===== config.mk =====
export PLATFORM = sky130hd
export DESIGN_NAME = spw_writer
export DESIGN_NICKNAME = d
export VERILOG_FILES = /design/src/rtl/spw_pkg.sv /design/src/rtl/spw_shadow.sv /design/src/rtl/spw_planner.sv /design/src/rtl/spw_writer.sv
export SDC_FILE = /design/constraint.sdc
export NUM_CORES = 1
export LEC_CHECK = 0
export ABC_AREA = 1
export BUFFER_PORTS_ARGS = -buffer_cell sky130_fd_sc_hd__buf_2
export CAP_MARGIN = 20
export CORE_MARGIN = 4
export CORE_UTILIZATION = 60
export DETAILED_ROUTE_END_ITERATION = 16
export PLACE_DENSITY = 0.85
export REMOVE_ABC_BUFFERS = 1
export SLEW_MARGIN = 15
export SYNTH_ARGS = -nofsm -noshare
export SYNTH_HDL_FRONTEND = slang
export SYNTH_SLANG_ARGS = --single-unit
export TNS_END_PERCENT = 5

===== constraint.sdc =====
create_clock -name clk -period 4.8 [get_ports clk]
set_clock_uncertainty 0.1 [all_clocks]
set_input_delay 1.44 -clock clk [delete_from_list [all_inputs] [get_ports clk]]
set_output_delay 1.44 -clock clk [all_outputs]
set_load 0.01 [all_outputs]

===== src/rtl/spw_pkg.sv =====
package spw_pkg;
    typedef enum logic {
        MODE_ORDERED  = 1'b0,
        MODE_SATURATE = 1'b1
    } spw_mode_e;

    localparam int REG_LO_IDX = 0;
    localparam int REG_HI_IDX = 1;
endpackage


===== src/rtl/spw_shadow.sv =====
// Record of the two generator period registers, updated only by completed writes.
module spw_shadow #(
    parameter int LO_W   = 8,
    parameter int HI_W   = 4,
    parameter int ADDR_W = 4,
    parameter int DATA_W = 8
) (
    input  logic              clk,
    input  logic              rst_n,
    input  logic              wr_fire,
    input  logic [ADDR_W-1:0] wr_addr,
    input  logic [DATA_W-1:0] wr_data,
    output logic [LO_W-1:0]   cur_lo,
    output logic [HI_W-1:0]   cur_hi
);
    import spw_pkg::*;

    typedef struct packed {
        logic [LO_W-1:0] lo;
        logic [HI_W-1:0] hi;
    } regs_t;

    regs_t regs_d, regs_q;

    always_comb begin
        regs_d = regs_q;
        if (wr_fire) begin
            if (wr_addr == ADDR_W'(REG_LO_IDX)) begin
                regs_d.lo = wr_data[LO_W-1:0];
            end else if (wr_addr == ADDR_W'(REG_HI_IDX)) begin
                regs_d.hi = wr_data[HI_W-1:0];
            end
        end
    end

    always_ff @(posedge clk or negedge rst_n) begin
        if (!rst_n) begin
            regs_q <= '0;
        end else begin
            regs_q <= regs_d;
        end
    end

    assign cur_lo = regs_q.lo;
    assign cur_hi = regs_q.hi;
endmodule


===== src/rtl/spw_planner.sv =====
// Picks the single next register write from the recorded and target halves.
module spw_planner #(
    parameter int LO_W   = 8,
    parameter int HI_W   = 4,
    parameter int ADDR_W = 4,
    parameter int DATA_W = 8
) (
    input  logic [LO_W-1:0]   cur_lo,
    input  logic [HI_W-1:0]   cur_hi,
    input  logic [LO_W-1:0]   tgt_lo,
    input  logic [HI_W-1:0]   tgt_hi,
    input  spw_pkg::spw_mode_e mode,
    output logic              need_write,
    output logic [ADDR_W-1:0] next_addr,
    output logic [DATA_W-1:0] next_data
);
    import spw_pkg::*;

    localparam logic [LO_W-1:0] LO_SAT = {LO_W{1'b1}};

    logic lo_diff, hi_diff, falling;

    always_comb begin
        lo_diff    = (cur_lo != tgt_lo);
        hi_diff    = (cur_hi != tgt_hi);
        falling    = ({tgt_hi, tgt_lo} < {cur_hi, cur_lo});
        need_write = 1'b0;
        next_addr  = ADDR_W'(REG_LO_IDX);
        next_data  = DATA_W'(tgt_lo);
        if (mode == MODE_SATURATE) begin
            if (hi_diff) begin
                need_write = 1'b1;
                if (cur_lo != LO_SAT) begin
                    next_addr = ADDR_W'(REG_LO_IDX);
                    next_data = DATA_W'(LO_SAT);
                end else begin
                    next_addr = ADDR_W'(REG_HI_IDX);
                    next_data = DATA_W'(tgt_hi);
                end
            end else if (lo_diff) begin
                need_write = 1'b1;
            end
        end else begin
            if (hi_diff && lo_diff) begin
                need_write = 1'b1;
                if (!falling) begin
                    next_addr = ADDR_W'(REG_HI_IDX);
                    next_data = DATA_W'(tgt_hi);
                end
            end else if (hi_diff) begin
                need_write = 1'b1;
                next_addr  = ADDR_W'(REG_HI_IDX);
                next_data  = DATA_W'(tgt_hi);
            end else if (lo_diff) begin
                need_write = 1'b1;
            end
        end
    end
endmodule


===== src/rtl/spw_writer.sv =====
module spw_writer #(
    parameter int PERIOD_W = 12,
    parameter int LO_W     = 8,
    parameter int ADDR_W   = 4,
    parameter int DATA_W   = 8
) (
    input  logic                clk,
    input  logic                rst_n,
    input  logic                req_valid,
    output logic                req_ready,
    input  logic [PERIOD_W-1:0] req_period,
    input  logic                req_saturate,
    output logic                wr_strobe,
    output logic [ADDR_W-1:0]   wr_addr,
    output logic [DATA_W-1:0]   wr_data,
    input  logic                wr_ready
);
    import spw_pkg::*;

    localparam int HI_W = PERIOD_W - LO_W;

    typedef struct packed {
        logic                busy;
        spw_mode_e           mode;
        logic [PERIOD_W-1:0] target;
        logic [PERIOD_W-1:0] start;
    } state_t;

    state_t state_d, state_q;

    logic [LO_W-1:0]     cur_lo;
    logic [HI_W-1:0]     cur_hi;
    logic [PERIOD_W-1:0] cur_period;
    logic                plan_need;
    logic [ADDR_W-1:0]   plan_addr;
    logic [DATA_W-1:0]   plan_data;
    logic                wr_fire;

    assign cur_period = {cur_hi, cur_lo};
    assign wr_fire    = wr_strobe && wr_ready;

    spw_shadow #(
        .LO_W(LO_W), .HI_W(HI_W), .ADDR_W(ADDR_W), .DATA_W(DATA_W)
    ) i_shadow (
        .clk(clk), .rst_n(rst_n), .wr_fire(wr_fire),
        .wr_addr(wr_addr), .wr_data(wr_data),
        .cur_lo(cur_lo), .cur_hi(cur_hi)
    );

    spw_planner #(
        .LO_W(LO_W), .HI_W(HI_W), .ADDR_W(ADDR_W), .DATA_W(DATA_W)
    ) i_planner (
        .cur_lo(cur_lo), .cur_hi(cur_hi),
        .tgt_lo(state_q.target[LO_W-1:0]),
        .tgt_hi(state_q.target[PERIOD_W-1:LO_W]),
        .mode(state_q.mode),
        .need_write(plan_need), .next_addr(plan_addr), .next_data(plan_data)
    );

    always_comb begin
        state_d   = state_q;
        req_ready = !state_q.busy;
        wr_strobe = state_q.busy && plan_need;
        wr_addr   = plan_addr;
        wr_data   = plan_data;
        if (!state_q.busy) begin
            if (req_valid) begin
                state_d.busy   = 1'b1;
                state_d.mode   = spw_mode_e'(req_saturate);
                state_d.target = req_period;
                state_d.start  = cur_period;
            end
        end else if (!plan_need) begin
            state_d.busy = 1'b0;
        end
    end

    always_ff @(posedge clk or negedge rst_n) begin
        if (!rst_n) begin
            state_q <= '{busy: 1'b0, mode: MODE_ORDERED, target: '0, start: '0};
        end else begin
            state_q <= state_d;
        end
    end

    // Lowest period the registers may show while a sequence runs.
    logic [PERIOD_W-1:0] floor_period;
    assign floor_period = (state_q.start < state_q.target) ? state_q.start : state_q.target;

    p_floor_r10: assert property (@(posedge clk) disable iff (!rst_n)
        state_q.busy |-> cur_period >= floor_period);

    p_accept_blocks_r3: assert property (@(posedge clk) disable iff (!rst_n)
        (req_valid && req_ready) |=> !req_ready);

    p_hold_r9: assert property (@(posedge clk) disable iff (!rst_n)
        (wr_strobe && !wr_ready) |=> (wr_strobe && $stable(wr_addr) && $stable(wr_data)));

    p_addr_legal_r2: assert property (@(posedge clk) disable iff (!rst_n)
        wr_strobe |-> (wr_addr == ADDR_W'(REG_LO_IDX) || wr_addr == ADDR_W'(REG_HI_IDX)));

    p_done_at_target_r4: assert property (@(posedge clk) disable iff (!rst_n)
        $rose(req_ready) |-> cur_period == state_q.target);

    p_mode_held_r11: assert property (@(posedge clk) disable iff (!rst_n)
        (state_q.busy && !req_ready && $past(state_q.busy)) |-> $stable(state_q.mode));
endmodule


==> impl_metrics.tcl <==
set metrics [dict create \
    numCtsBuffers 3 \
    power_mw 1.527 \
    grt_pass1_wl_mm 5.768 \
    grt_use_met3 0.02516 \
    power_frac_comb 0.675 \
    die_w_microns 61.55 \
    antenna_found_initial 0 \
    routabilityCongestion 0.8688 \
    seqPwrFrac 0.265 \
    cts.clk_slew.worst_paths_ns 0.13 \
    worstSkewPairLatency_ns 0.32 \
    die_h_microns 61.55 \
    rsz0062_at_grt "false" \
    cts_resized 0 \
    ys_seq_area_frac 0.3782 \
    required_ns 3.26 \
    area_delta_synth_final_pct 9.600 \
    path_common_cell "nand2_1" \
    timing.fmax_mhz 273.6 \
    track_usage 0.2070 \
    fin_setup_tns_ns 0 \
    grt_busiest_layer "met2" \
    hold_viol 0 \
    max_stage_delay_ns 0.37 \
    detail-route-antenna-nets 0 \
    layout_commonest_cell "nand2_1" \
    slew_headroom 0.5510 \
    ios 31 \
    dr.pass1.iters 4 \
    clock_tree.buffer_depth 2 \
    start_util 0.6239 \
    cts_num_sinks 26 \
    tightestPinTransition_ns 0.6719 \
    intPower_mw 0.7295 \
    grt_max_degree 27 \
    min_period_ns 3.655 \
    hpwl_mm 2.778 \
    power.share.clock 0.060 \
    ys_warn_count 0 \
    cts_tree "yes" \
    netlist_area_sq_um 1720 \
    drt_wl_total_mm 3.388 \
    worstPathMaxFanout 14 \
    port_buffers 27 \
    fin_crit_sh 0.7614 \
    use_met1 0.2904 \
    clockRootBuffer "clkbuf_4" \
    avgViaCountPerCell 5.042 \
    crit_arrival_ns 2.11 \
    post_cts_buffers 0 \
    swShare 0.5223 \
    syn_inst 228 \
    final_cell_count_no_fill 285 \
    ys_ff_latch 26 \
    end_kind "output pin" \
    nFillCells 250 \
    core_sq_um 2758 \
    path_cells "inv_1, ha_1, nand2_1, inv_2, nand2_4, inv_2, nand2_1, nand3_1, nand2_1, nand3_1, nand2_2, buf_2" \
    p_sw_mw 0.7975 \
    vias 1437 \
    p_per_area_nw_per_um2 809.9 \
    drcViolationCount 0 \
    synth_cell_types 24 \
    num_rows 19 \
    first_iter_violations 39 \
    finalSetupViolations 0 \
    syn_area_per_cell_sq_um 7.546 \
    peakVddDrop_mv 0.5673 \
    ctsHtreeMaxLevel 1 \
    grt_pass1_vias 1306 \
    cap_viol_max_count 0 \
    path_class "flop to output pin" \
    antenna_cells 0 \
    overflow 0 \
    slowest_stage "dfrtp_1" \
    nNetsFinal 285 \
    grt_use_met2 0.3288 \
    hp-class "flop to flop" \
    ctsHoldBuffers 0 \
    p_leak_nw 1.142 \
    slew_violations 0 \
    detail_route.wl_per_cell_microns 11.89 \
    cp-start-kind "flop" \
    dpl.cell_count 282 \
    drive_above_1_share 0.2362 \
    status "finished, final reports clean" \
    final_cell_mix "79 x nand2_1, 35 x inv_1, 27 x buf_2, 26 x dfrtp_1, 12 x ha_1" \
    die_area_sq_um 3788 \
]
-- final timing paths --
check                      cells after the start  slack (ns)                  to               start
max                                           12        1.15          wr_data[1]  i_shadow.cur_hi[3]
min                                            2        0.40  i_shadow.cur_hi[3]  i_shadow.cur_hi[3]
max reg2reg                                   14        2.77  i_shadow.cur_hi[1]  i_shadow.cur_hi[3]
min reg2reg                                    2        0.40  i_shadow.cur_hi[3]  i_shadow.cur_hi[3]
max in group asynchronous                      1        3.25         state_q[16]               rst_n
min in group asynchronous                      1        0.98  i_shadow.cur_lo[1]               rst_n
-- cells in the mapped netlist (all sizes together) --
library cell	n	area share
or2	1	0.0036
nor2	14	0.045
ha	12	0.087
nand2	90	0.22
nand4	7	0.025
nand3	8	0.036
o21ai	4	0.012
a21oi	12	0.037
buf	6	0.023
mux2	5	0.033
a21o	1	0.0044
conb	1	0.0022
dfrtp	26	0.38
inv	41	0.089
-- state kept, by name (all words and copies together), names as in the netlist --
name,cells
i_shadow.cur_hi,4
i_shadow.cur_lo,8
state_q,14
-- critical path: cells and delay by family (launching register included) --
| kind | cells | cell delay [ns] |
|---|---|---|
| adder cells (fa/ha/maj) | 1 | 0.30 |
| buffers and inverters | 4 | 0.29 |
| flip-flops | 1 | 0.37 |
| AND/OR/NAND/NOR | 7 | 0.82 |
-- per-layer routing --
| metal | share of wire | routed length (microns) | vias up |
|---|---|---|---|
| met5 | 0 | 0 | - |
| met3 | 0.042 | 143 | 5 |
| met4 | 0.018 | 61 | 0 |
| met2 | 0.44 | 1496 | 40 |
| li1 | - | - | 747 |
| met1 | 0.50 | 1685 | 645 |
-- cells by family after synthesis --
| group | count (synthesis) | share of synthesized area |
|---|---|---|
| mux | 5 | 0.03272 |
| flops | 26 | 0.3782 |
| other cells | 1 | 0.002180 |
| compound gates | 17 | 0.05309 |
| simple gates | 120 | 0.3345 |
| buf+inv | 47 | 0.1120 |
| fa+ha+maj | 12 | 0.08727 |
-- per-stage QoR --
step	util	setup WS, ns	instance area [sq um]	hold slack, ns
after floorplan	-	1.777	1689	0.3489
after global placement	0.6756	1.570	1863	0.3648
after detailed placement	0.6756	1.532	1863	0.3750
after CTS	0.6838	1.147	1886	0.4055
after global routing	0.6838	0.9667	1886	0.4301
final	0.6838	1.145	1886	0.4036
-- power groups by stage --
stage | logic, mW | registers, mW | clock network (mW)
after floorplan | 0.796 | 0.379 | 0
after global placement | 1.00 | 0.404 | 0
after detailed placement | 1.03 | 0.408 | 0
after CTS | 1.03 | 0.402 | 0.0949
after global routing | 1.18 | 0.415 | 0.107
final | 1.03 | 0.405 | 0.0921
-- final cells by class --
cell class / instances / area [sq um] / area share
clock buffers: 3 / 22.52 / 0.01194
multi-input cells: 157 / 884.6 / 0.4691
inverters: 41 / 153.9 / 0.08162
well taps: 31 / 38.79 / 0.02057
flip-flops and latches: 26 / 650.6 / 0.3451
repair buffers: 27 / 135.1 / 0.07167
(Power assumes the default switching activity.)
